[config.mk]
export PLATFORM = sky130hd
export DESIGN_NAME = dsss_chip_spreader
export DESIGN_NICKNAME = d
export VERILOG_FILES = /design/src/rtl/spread_pkg.sv /design/src/rtl/spread_pn_lfsr.sv /design/src/rtl/spread_bit_framer.sv /design/src/rtl/spread_chip_out.sv /design/src/rtl/dsss_chip_spreader.sv
export SDC_FILE = /design/constraint.sdc
export NUM_CORES = 1
export LEC_CHECK = 0
export BUFFER_PORTS_ARGS = -buffer_cell sky130_fd_sc_hd__buf_4
export CAP_MARGIN = 20
export CORE_MARGIN = 2
export CORE_UTILIZATION = 32
export CTS_CLUSTER_DIAMETER = 200
export CTS_CLUSTER_SIZE = 8
export DETAILED_ROUTE_END_ITERATION = 10
export GPL_ROUTABILITY_DRIVEN = 0
export MAX_ROUTING_LAYER = met4
export PLACE_DENSITY = 0.51
export REMOVE_ABC_BUFFERS = 1
export SLEW_MARGIN = 20
export SYNTH_ARGS = -nofsm -noshare
export SYNTH_HDL_FRONTEND = slang
export SYNTH_HIERARCHICAL = 1
export SYNTH_SLANG_ARGS = --single-unit
[constraint.sdc]
create_clock -name clk -period 3.68 [get_ports clk]
set_clock_uncertainty 0.2 [all_clocks]
set_input_delay 0.184 -clock clk [delete_from_list [all_inputs] [get_ports clk]]
set_output_delay 0.184 -clock clk [all_outputs]
set_load 0.02 [all_outputs]
[src/rtl/spread_pkg.sv]
package spread_pkg;
  localparam int unsigned CODE_W_DEF = 10;
  localparam int unsigned LEN_W_DEF  = 8;

  typedef struct packed {
    logic chip;
    logic valid;
    logic pstart;
  } chip_beat_t;
endpackage

[src/rtl/spread_pn_lfsr.sv]
module spread_pn_lfsr #(
  parameter int unsigned W        = 10,
  parameter logic [W-1:0] TAP_MASK = 10'h009,
  parameter logic [W-1:0] SEED     = 10'h001
) (
  input  logic clk,
  input  logic rst,
  input  logic advance,
  output logic code_chip,
  output logic at_seed
);
  logic [W-1:0] state;
  logic         fb;

  assign fb        = ^(state & TAP_MASK);
  assign code_chip = state[0];
  assign at_seed   = (state == SEED);

  always_ff @(posedge clk) begin
    if (rst) begin
      state <= SEED;
    end else if (state == '0) begin
      state <= SEED;
    end else if (advance) begin
      state <= {fb, state[W-1:1]};
    end
  end

  p_state_nonzero_r9: assert property (@(posedge clk) disable iff (rst)
    state != '0);
  p_hold_when_idle_r10: assert property (@(posedge clk) disable iff (rst)
    !advance |=> $stable(state));
endmodule

[src/rtl/spread_bit_framer.sv]
module spread_bit_framer #(
  parameter int unsigned LEN_W = 8
) (
  input  logic             clk,
  input  logic             rst,
  input  logic             tick,
  input  logic [LEN_W-1:0] len_cfg,
  input  logic             in_valid,
  input  logic             in_data,
  output logic             in_ready,
  output logic             bit_val
);
  logic [LEN_W-1:0] cnt;
  logic [LEN_W-1:0] cur_len;
  logic [LEN_W-1:0] eff_len;
  logic [LEN_W-1:0] use_len;
  logic             held;
  logic             opening;

  assign opening  = (cnt == '0);
  assign eff_len  = (len_cfg == '0) ? LEN_W'(1) : len_cfg;
  assign use_len  = opening ? eff_len : cur_len;
  assign in_ready = tick & opening;
  assign bit_val  = opening ? (in_valid & in_data) : held;

  always_ff @(posedge clk) begin
    if (rst) begin
      cnt     <= '0;
      cur_len <= LEN_W'(1);
      held    <= 1'b0;
    end else if (tick) begin
      cnt <= (cnt == use_len - LEN_W'(1)) ? '0 : cnt + LEN_W'(1);
      if (opening) begin
        cur_len <= eff_len;
        held    <= in_valid & in_data;
      end
    end
  end

  p_ready_on_tick_r7: assert property (@(posedge clk) disable iff (rst)
    in_ready |-> tick);
  p_cnt_bound_r6: assert property (@(posedge clk) disable iff (rst)
    !opening |-> (cnt < cur_len));
  p_len_stable_r6: assert property (@(posedge clk) disable iff (rst)
    !in_ready |=> $stable(cur_len));
endmodule

[src/rtl/spread_chip_out.sv]
module spread_chip_out
  import spread_pkg::*;
(
  input  logic       clk,
  input  logic       rst,
  input  logic       tick,
  input  logic       bit_val,
  input  logic       code_chip,
  input  logic       at_seed,
  output chip_beat_t beat
);
  always_ff @(posedge clk) begin
    if (rst) begin
      beat <= '0;
    end else begin
      beat.valid  <= tick;
      beat.chip   <= tick & (bit_val ^ code_chip);
      beat.pstart <= tick & at_seed;
    end
  end

  p_vld_after_tick_r2: assert property (@(posedge clk) disable iff (rst)
    tick |=> beat.valid);
  p_no_vld_idle_r2: assert property (@(posedge clk) disable iff (rst)
    !tick |=> !beat.valid);
endmodule

[src/rtl/dsss_chip_spreader.sv]
module dsss_chip_spreader
  import spread_pkg::*;
#(
  parameter int unsigned CODE_W = CODE_W_DEF,
  parameter logic [CODE_W-1:0] TAP_MASK = 10'h009,
  parameter logic [CODE_W-1:0] SEED = 10'h001,
  parameter int unsigned LEN_W = LEN_W_DEF
) (
  input  logic             clk,
  input  logic             rst,
  input  logic             chip_tick,
  input  logic [LEN_W-1:0] chips_per_bit,
  input  logic             in_valid,
  input  logic             in_data,
  output logic             in_ready,
  output logic             chip_out,
  output logic             chip_valid,
  output logic             period_start
);
  logic       code_chip;
  logic       at_seed;
  logic       bit_val;
  chip_beat_t beat;

  spread_pn_lfsr #(.W(CODE_W), .TAP_MASK(TAP_MASK), .SEED(SEED)) u_pn (
    .clk(clk), .rst(rst), .advance(chip_tick),
    .code_chip(code_chip), .at_seed(at_seed)
  );

  spread_bit_framer #(.LEN_W(LEN_W)) u_framer (
    .clk(clk), .rst(rst), .tick(chip_tick), .len_cfg(chips_per_bit),
    .in_valid(in_valid), .in_data(in_data), .in_ready(in_ready),
    .bit_val(bit_val)
  );

  spread_chip_out u_out (
    .clk(clk), .rst(rst), .tick(chip_tick), .bit_val(bit_val),
    .code_chip(code_chip), .at_seed(at_seed), .beat(beat)
  );

  assign chip_out     = beat.chip;
  assign chip_valid   = beat.valid;
  assign period_start = beat.pstart;

  p_pstart_with_vld_r4: assert property (@(posedge clk) disable iff (rst)
    period_start |-> chip_valid);
endmodule

==> results of run 1 <==
-- registers in the layout (all words and copies together) (netlist names) --
register / flops
u_out/beat: 3
u_framer/cnt: 8
u_framer/held: 1
u_framer/cur_len: 8
u_pn/state: 10
-- worst max-delay path, cell delays in order (launching register included) --
cell and delay, ps:
dfxtp_1 360, inv_1 90, ha_1 160, or4b_1 590
nor2_4 330, a21o_1 270, ha_1 250, xnor2_1 150
xnor2_1 150, o211ai_2 140, nor4b_4 490, nor3_1 90
-- per-stage QoR --
step | instance area, um^2 | hold slack, ps
6_report | 2110 | 63.01
3_3_place_gp | 1907 | 248.6
2_1_floorplan | 1677 | 53.03
3_5_place_dp | 1907 | 253.3
5_1_grt | 2110 | 81.65
4_1_cts | 2110 | 45.62
-- cell type report --
| class | instances | area [um^2] |
|---|---|---|
| Tap cell | 70 | 87.58 |
| Fill cell | 528 | 3063 |
| Inverter | 7 | 26.28 |
| Clock inverter | 1 | 30.03 |
| Clock buffer | 6 | 82.58 |
| Timing Repair Buffer | 28 | 232.7 |
| Multi-Input combinational cell | 158 | 1050 |
| Sequential cell | 30 | 600.6 |
-- kinds of logic after synthesis --
logic type      after synthesis  share of synthesized area [%]
mux                          11                          6.376
xor+xnor                     13                          6.519
compound gates               35                          14.26
buf+inv                      20                          5.516
flops                        30                          34.38
simple gates                 96                          30.80
fa+ha+maj                     3                          2.149
-- layer usage --
layer	part of all wire, %	wire, um
met2	44	1822
met1	50	2058
met3	4.3	177
met5	0	0
met4	1.2	51
-- cells in the final DEF (no fill, tap or decap), types with 2 or more instances in the layout --
cell type,count
nor4b_4,2
nand4_1,3
xnor2_1,7
clkbuf_8,6
nor2_1,14
or3_1,3
o211ai_1,2
and2_1,3
ha_1,3
and3_1,3
and4_1,2
o21ai_0,3
inv_1,7
o31ai_1,2
or4_1,3
o2111ai_1,2
nand2_1,27
o311ai_1,2
mux2i_1,10
a21oi_1,10
dfxtp_1,30
nor3_1,13
xor2_1,6
dlygate4sd3_1,9
o21ai_1,2
nand3_1,12
buf_4,19
nand2b_1,4
-- path summary, 6_finish.rpt --
| check | startpoint | end | slack, ps | cells after the start |
|---|---|---|---|---|
| worst min register to register | u_framer/held | u_framer/held | 260 | 2 |
| worst min-delay path | chips_per_bit[0] | u_framer/cur_len[0] | 60 | 5 |
| worst max-delay path | u_framer/cnt[1] | u_framer/cnt[0] | 300 | 11 |
| worst max register to register | u_framer/cnt[1] | u_framer/cnt[0] | 300 | 11 |
-- power by group --
part           total, mW  leakage, nW  switching (mW)  internal [mW]
combinational      0.212        0.550           0.117         0.0951
clock              0.339       0.0573           0.122          0.216
sequential         0.355        0.245          0.0149          0.340
total              0.906        0.852           0.254          0.652
==> summary.txt, run 1 <==
CTS
  • Post-CTS Resized: 0
  • Clock latency at the later pin of the worst-skew pair: 280 ps
  • CTS Root Cell: clkbuf_8
  • CTS Buf Count: 5
  • H-tree depth: 2
  • CTS sink count: 30
  • Setup Fix Bufs, Post-CTS: 0
  • Clock buffer depth: 2
  • CTS tree: built
  • Hold-fix buffers, CTS: 9
  • Clk pin slew, worst setup/hold paths: 60 ps

Global route
  • Vias in the first global route: 1447
  • GR met1 Demand/Resource: 19.32%
  • Largest net degree at the start of global routing: 30
  • Grt total ovfl: 0
  • First-pass GRT wire length: 6941 um
  • GR Layer Usage met3: 3.256%
  • GR met2 Demand/Resource: a little under a quarter
  • Gr usage total: between 10% and 20%
  • Gr busiest metal: met2
  • Initial antenna violation count: 0

Logic synthesis
  • Synth Instances: 208
  • Mapped cell area: ~0.0017 mm^2
  • Synth area leaders: dfxtp_1 (34%), nand2_1 (5.8%), mux2i_1 (5.7%)
  • Syn Area/Cell: 8.397 um^2
  • Post-synth EDFFs: 0
  • Post-synth cell types: 49
  • Post-synthesis sequential area ratio: roughly a third
  • Most common flop cell mapped by yosys: dfxtp_1
  • Synth warn: 6
  • Most frequent cell after synthesis: dfxtp_1
  • Share of the synthesized area in the top cell type: between 30% and 40%
  • Yosys reg bits: 30
  • Most instantiated cells after synthesis: dfxtp_1 (30), nand2_1 (27), nor2_1 (14)
  • Synth async-reset ratio: 0%
  • Post-synth top area cell: dfxtp_1

Drt
  • Routed length per placed instance: 13.70 um
  • Antenna-violating nets left: 0
  • Vias/cell: between 5 and 6
  • DR vias: 1521
  • Initial DRC count: 34
  • Drt first pass iters: 4
  • Drt total wl: 4110 um
  • DRC: 0

Floorplanning
  • Starting density of the core: roughly 34%
  • IO Pins: 17
  • Row count: 26
  • Area of the core: 0.005172 mm^2
  • DIE AREA: 0.006065 mm^2
  • Die Y: 77.88 um
  • Die W: about 78 um

Cells and area
  • Final nets: between 200 and 250
  • Final Instance Count excl. Fillers: 300
  • Proportion of layout cells with a drive suffix above 1: 15.65%
  • ANT cells: 0
  • Layout area overhead: 20.77%
  • Post-layout util: 40.78%

Power and ir drop
  • Max VDD drop: 224.7 uV
  • PD cells: between 400 and 500 mW/mm^2
  • Tot Pwr: 0.9055 mW
  • P_leak: 0.8516 nW

Timing
  • Rel. slew slack: around 69%
  • Max-slew violation count: 0
  • Peak Freq: 295.7 MHz
  • Tcrit/Tclk final: 91.91%
  • RSZ-0062 raised after global routing: false
  • Min cycle time layout: 3382 ps
  • Final Hold Fails: 0
  • Setup violators final: 0
  • Least-Margin Pin Slew: 454.7 ps
  • PnR worst setup slack: 297.7 ps
  • Setup_tns: 0 ps

Min path
  • Worst hold path type: in -> reg

Status
  • Run status: finished clean

Place
  • DPL Wire Length: 2953 um
  • Dpl ws: 281.7 ps
  • DP Cell Count: 284
  • Port buffer count: 16

Worst setup path
  • CP Capture Type: flop
  • CP arrival: 3330 ps
  • WP data required: around 3600 ps
  • CP max FO: 11
  • Startpoint types: flop
  • Setup CP Type: reg -> reg

Job
  • Max-cap violations: 0
Power figures use the tool's default switching activity.
==> run 2, diff against run 1 <==
- CORE_MARGIN: 2 -> 10
==> summary.txt, run 2 (synthesis results as in run 1) <==
Status
  • Run status: finished clean

Global route
  • Initial antenna violation count: 0
  • First-pass GRT wire length: 7424 um
  • Grt total ovfl: 0
  • Gr usage total: between 10 and 15%
  • Vias in the first global route: 1524
  • Largest net degree at the start of global routing: 30

Cells and area
  • Commonest non-fill, non-tap cell in the layout: dfxtp_1
  • Regs by FF count: u_pn/state (10), u_framer/cnt (8), u_framer/cur_len (8)
  • Post-layout util: 40.19%
  • Layout area overhead: 19.77%
  • ANT cells: 0
  • Proportion of layout cells with a drive suffix above 1: 16.02%
  • Most frequent cells in the layout: dfxtp_1 (30), nand2_1 (27), buf_4 (19), nor2_1 (14), nor3_1 (13)
  • Max reg flops: 10
  • Final nets: 246
  • Fin area: 0.002092 mm^2
  • Reg with most FFs: u_pn/state

Place
  • Cell Area, Placed: 0.001907 mm^2
  • DPL Wire Length: between 3000 and 4000 um
  • Port buffer count: 16
  • Dpl ws: 325.7 ps

Worst setup path
  • CP arrival: 3300 ps
  • WP data required: 3640 ps
  • CP Capture Type: flop
  • Startpoint types: flop
  • Reg2reg path depth: 11
  • Setup CP Type: reg -> reg
  • CP max FO: 11

Power and ir drop
  • PD cells: 407.3 mW/mm^2
  • Gate power share: roughly a quarter
  • Reg power frac: 41.7%
  • Max VDD drop: 239.4 uV
  • Switching Share: 31.31%
  • Internal power: 0.5852 mW
  • Tot Pwr: 0.8521 mW
  • Clk pwr share: 33.6%
  • P_leak: about 0.84 nW
  • Switching pwr: approximately 0.27 mW

Min path
  • Worst hold path type: in -> reg
  • Hold path cells: 5

CTS
  • Clk pin slew, worst setup/hold paths: 70 ps
  • Hold-fix buffers, CTS: 9
  • CTS Buf Count: 5
  • Clock buffer depth: 2
  • Setup Fix Bufs, Post-CTS: 0
  • CTS sink count: 30
  • CTS tree: built
  • CTS Root Cell: clkbuf_8
  • Post-CTS Resized: 0
  • H-tree depth: 2
  • Clock latency at the later pin of the worst-skew pair: roughly 290 ps

Floorplanning
  • Die Y: 93.88 um
  • DIE AREA: ~0.0088 mm^2
  • IO Pins: 17
  • Die W: 93.88 um
  • Starting density of the core: 33.56%
  • Row count: 26
  • Area of the core: 0.005205 mm^2

Timing
  • PnR worst setup slack: 343.3 ps
  • Rel. slew slack: 69.54%
  • Final Hold Fails: 0
  • Setup violators final: 0
  • Peak Freq: around 300 MHz
  • RSZ-0062 raised after global routing: false
  • Max-slew violation count: 0
  • Setup_tns: 0 ps
  • Tcrit/Tclk final: 90.67%
  • Min cycle time layout: around 3300 ps
  • Least-Margin Pin Slew: 454.9 ps

Drt
  • Vias/cell: 5.050
  • Drt total wl: 4286 um
  • Routed length per placed instance: roughly 14 um
  • Antenna-violating nets left: 0
  • DR vias: ~1.5k
  • Drt first pass iters: 4
  • DRC: 0
  • Initial DRC count: 79

Job
  • Max-cap violations: 0
run 2: path summary, 6_finish.rpt:
| check | slack, ps | startpoint | end |
|---|---|---|---|
| min reg2reg | 260 | u_framer/held | u_framer/held |
| max reg2reg | 340 | u_framer/cnt[1] | u_framer/cnt[6] |
| min | 50 | chips_per_bit[0] | u_framer/cur_len[0] |
| max | 340 | u_framer/cnt[1] | u_framer/cnt[6] |
run 2: metal layers:
metal | vias up | share of wire [%] | GRT usage (%)
li1 | 793 | - | -
met1 | 693 | 49 | 13.43
met2 | 27 | 45 | 16.13
met3 | 7 | 4.2 | 3.437
met4 | 0 | 1.7 | 4.430
met5 | - | 0 | -
run 2: metrics by stage:
step	std cells	hold WS [ps]
2_1_floorplan	195	53.03
3_3_place_gp	284	251.8
3_5_place_dp	284	248.9
4_1_cts	301	33.58
5_1_grt	301	77.21
6_report	301	48.45
run 2: power groups by stage:
stage / clock network (mW) / logic (mW) / registers [mW]
5_1_grt: 0.310 / 0.238 / 0.357
3_3_place_gp: 0 / 0.204 / 0.363
6_report: 0.287 / 0.210 / 0.355
3_5_place_dp: 0 / 0.204 / 0.362
4_1_cts: 0.297 / 0.212 / 0.355
2_1_floorplan: 0 / 0.138 / 0.362
run 2: worst max-delay path, cell delays in order, from the launching register on:
cell and delay [ps]:
dfxtp_1 350, inv_1 90, ha_1 170, or4b_1 590, nor2_4 310, a21o_1 260, ha_1 230, xnor2_1 140
xnor2_1 150, o211ai_2 140, nor4b_4 480, nor3_1 90
run 2: cell type report:
cell class / count / area, um^2
clock buffer: 6 / 82.58
clock inverter: 2 / 12.51
fill: 554 / 3113
inverter: 7 / 26.28
multi-input combinational: 158 / 1050
sequential: 30 / 600.6
tap: 70 / 87.58
timing repair buffer: 28 / 232.7
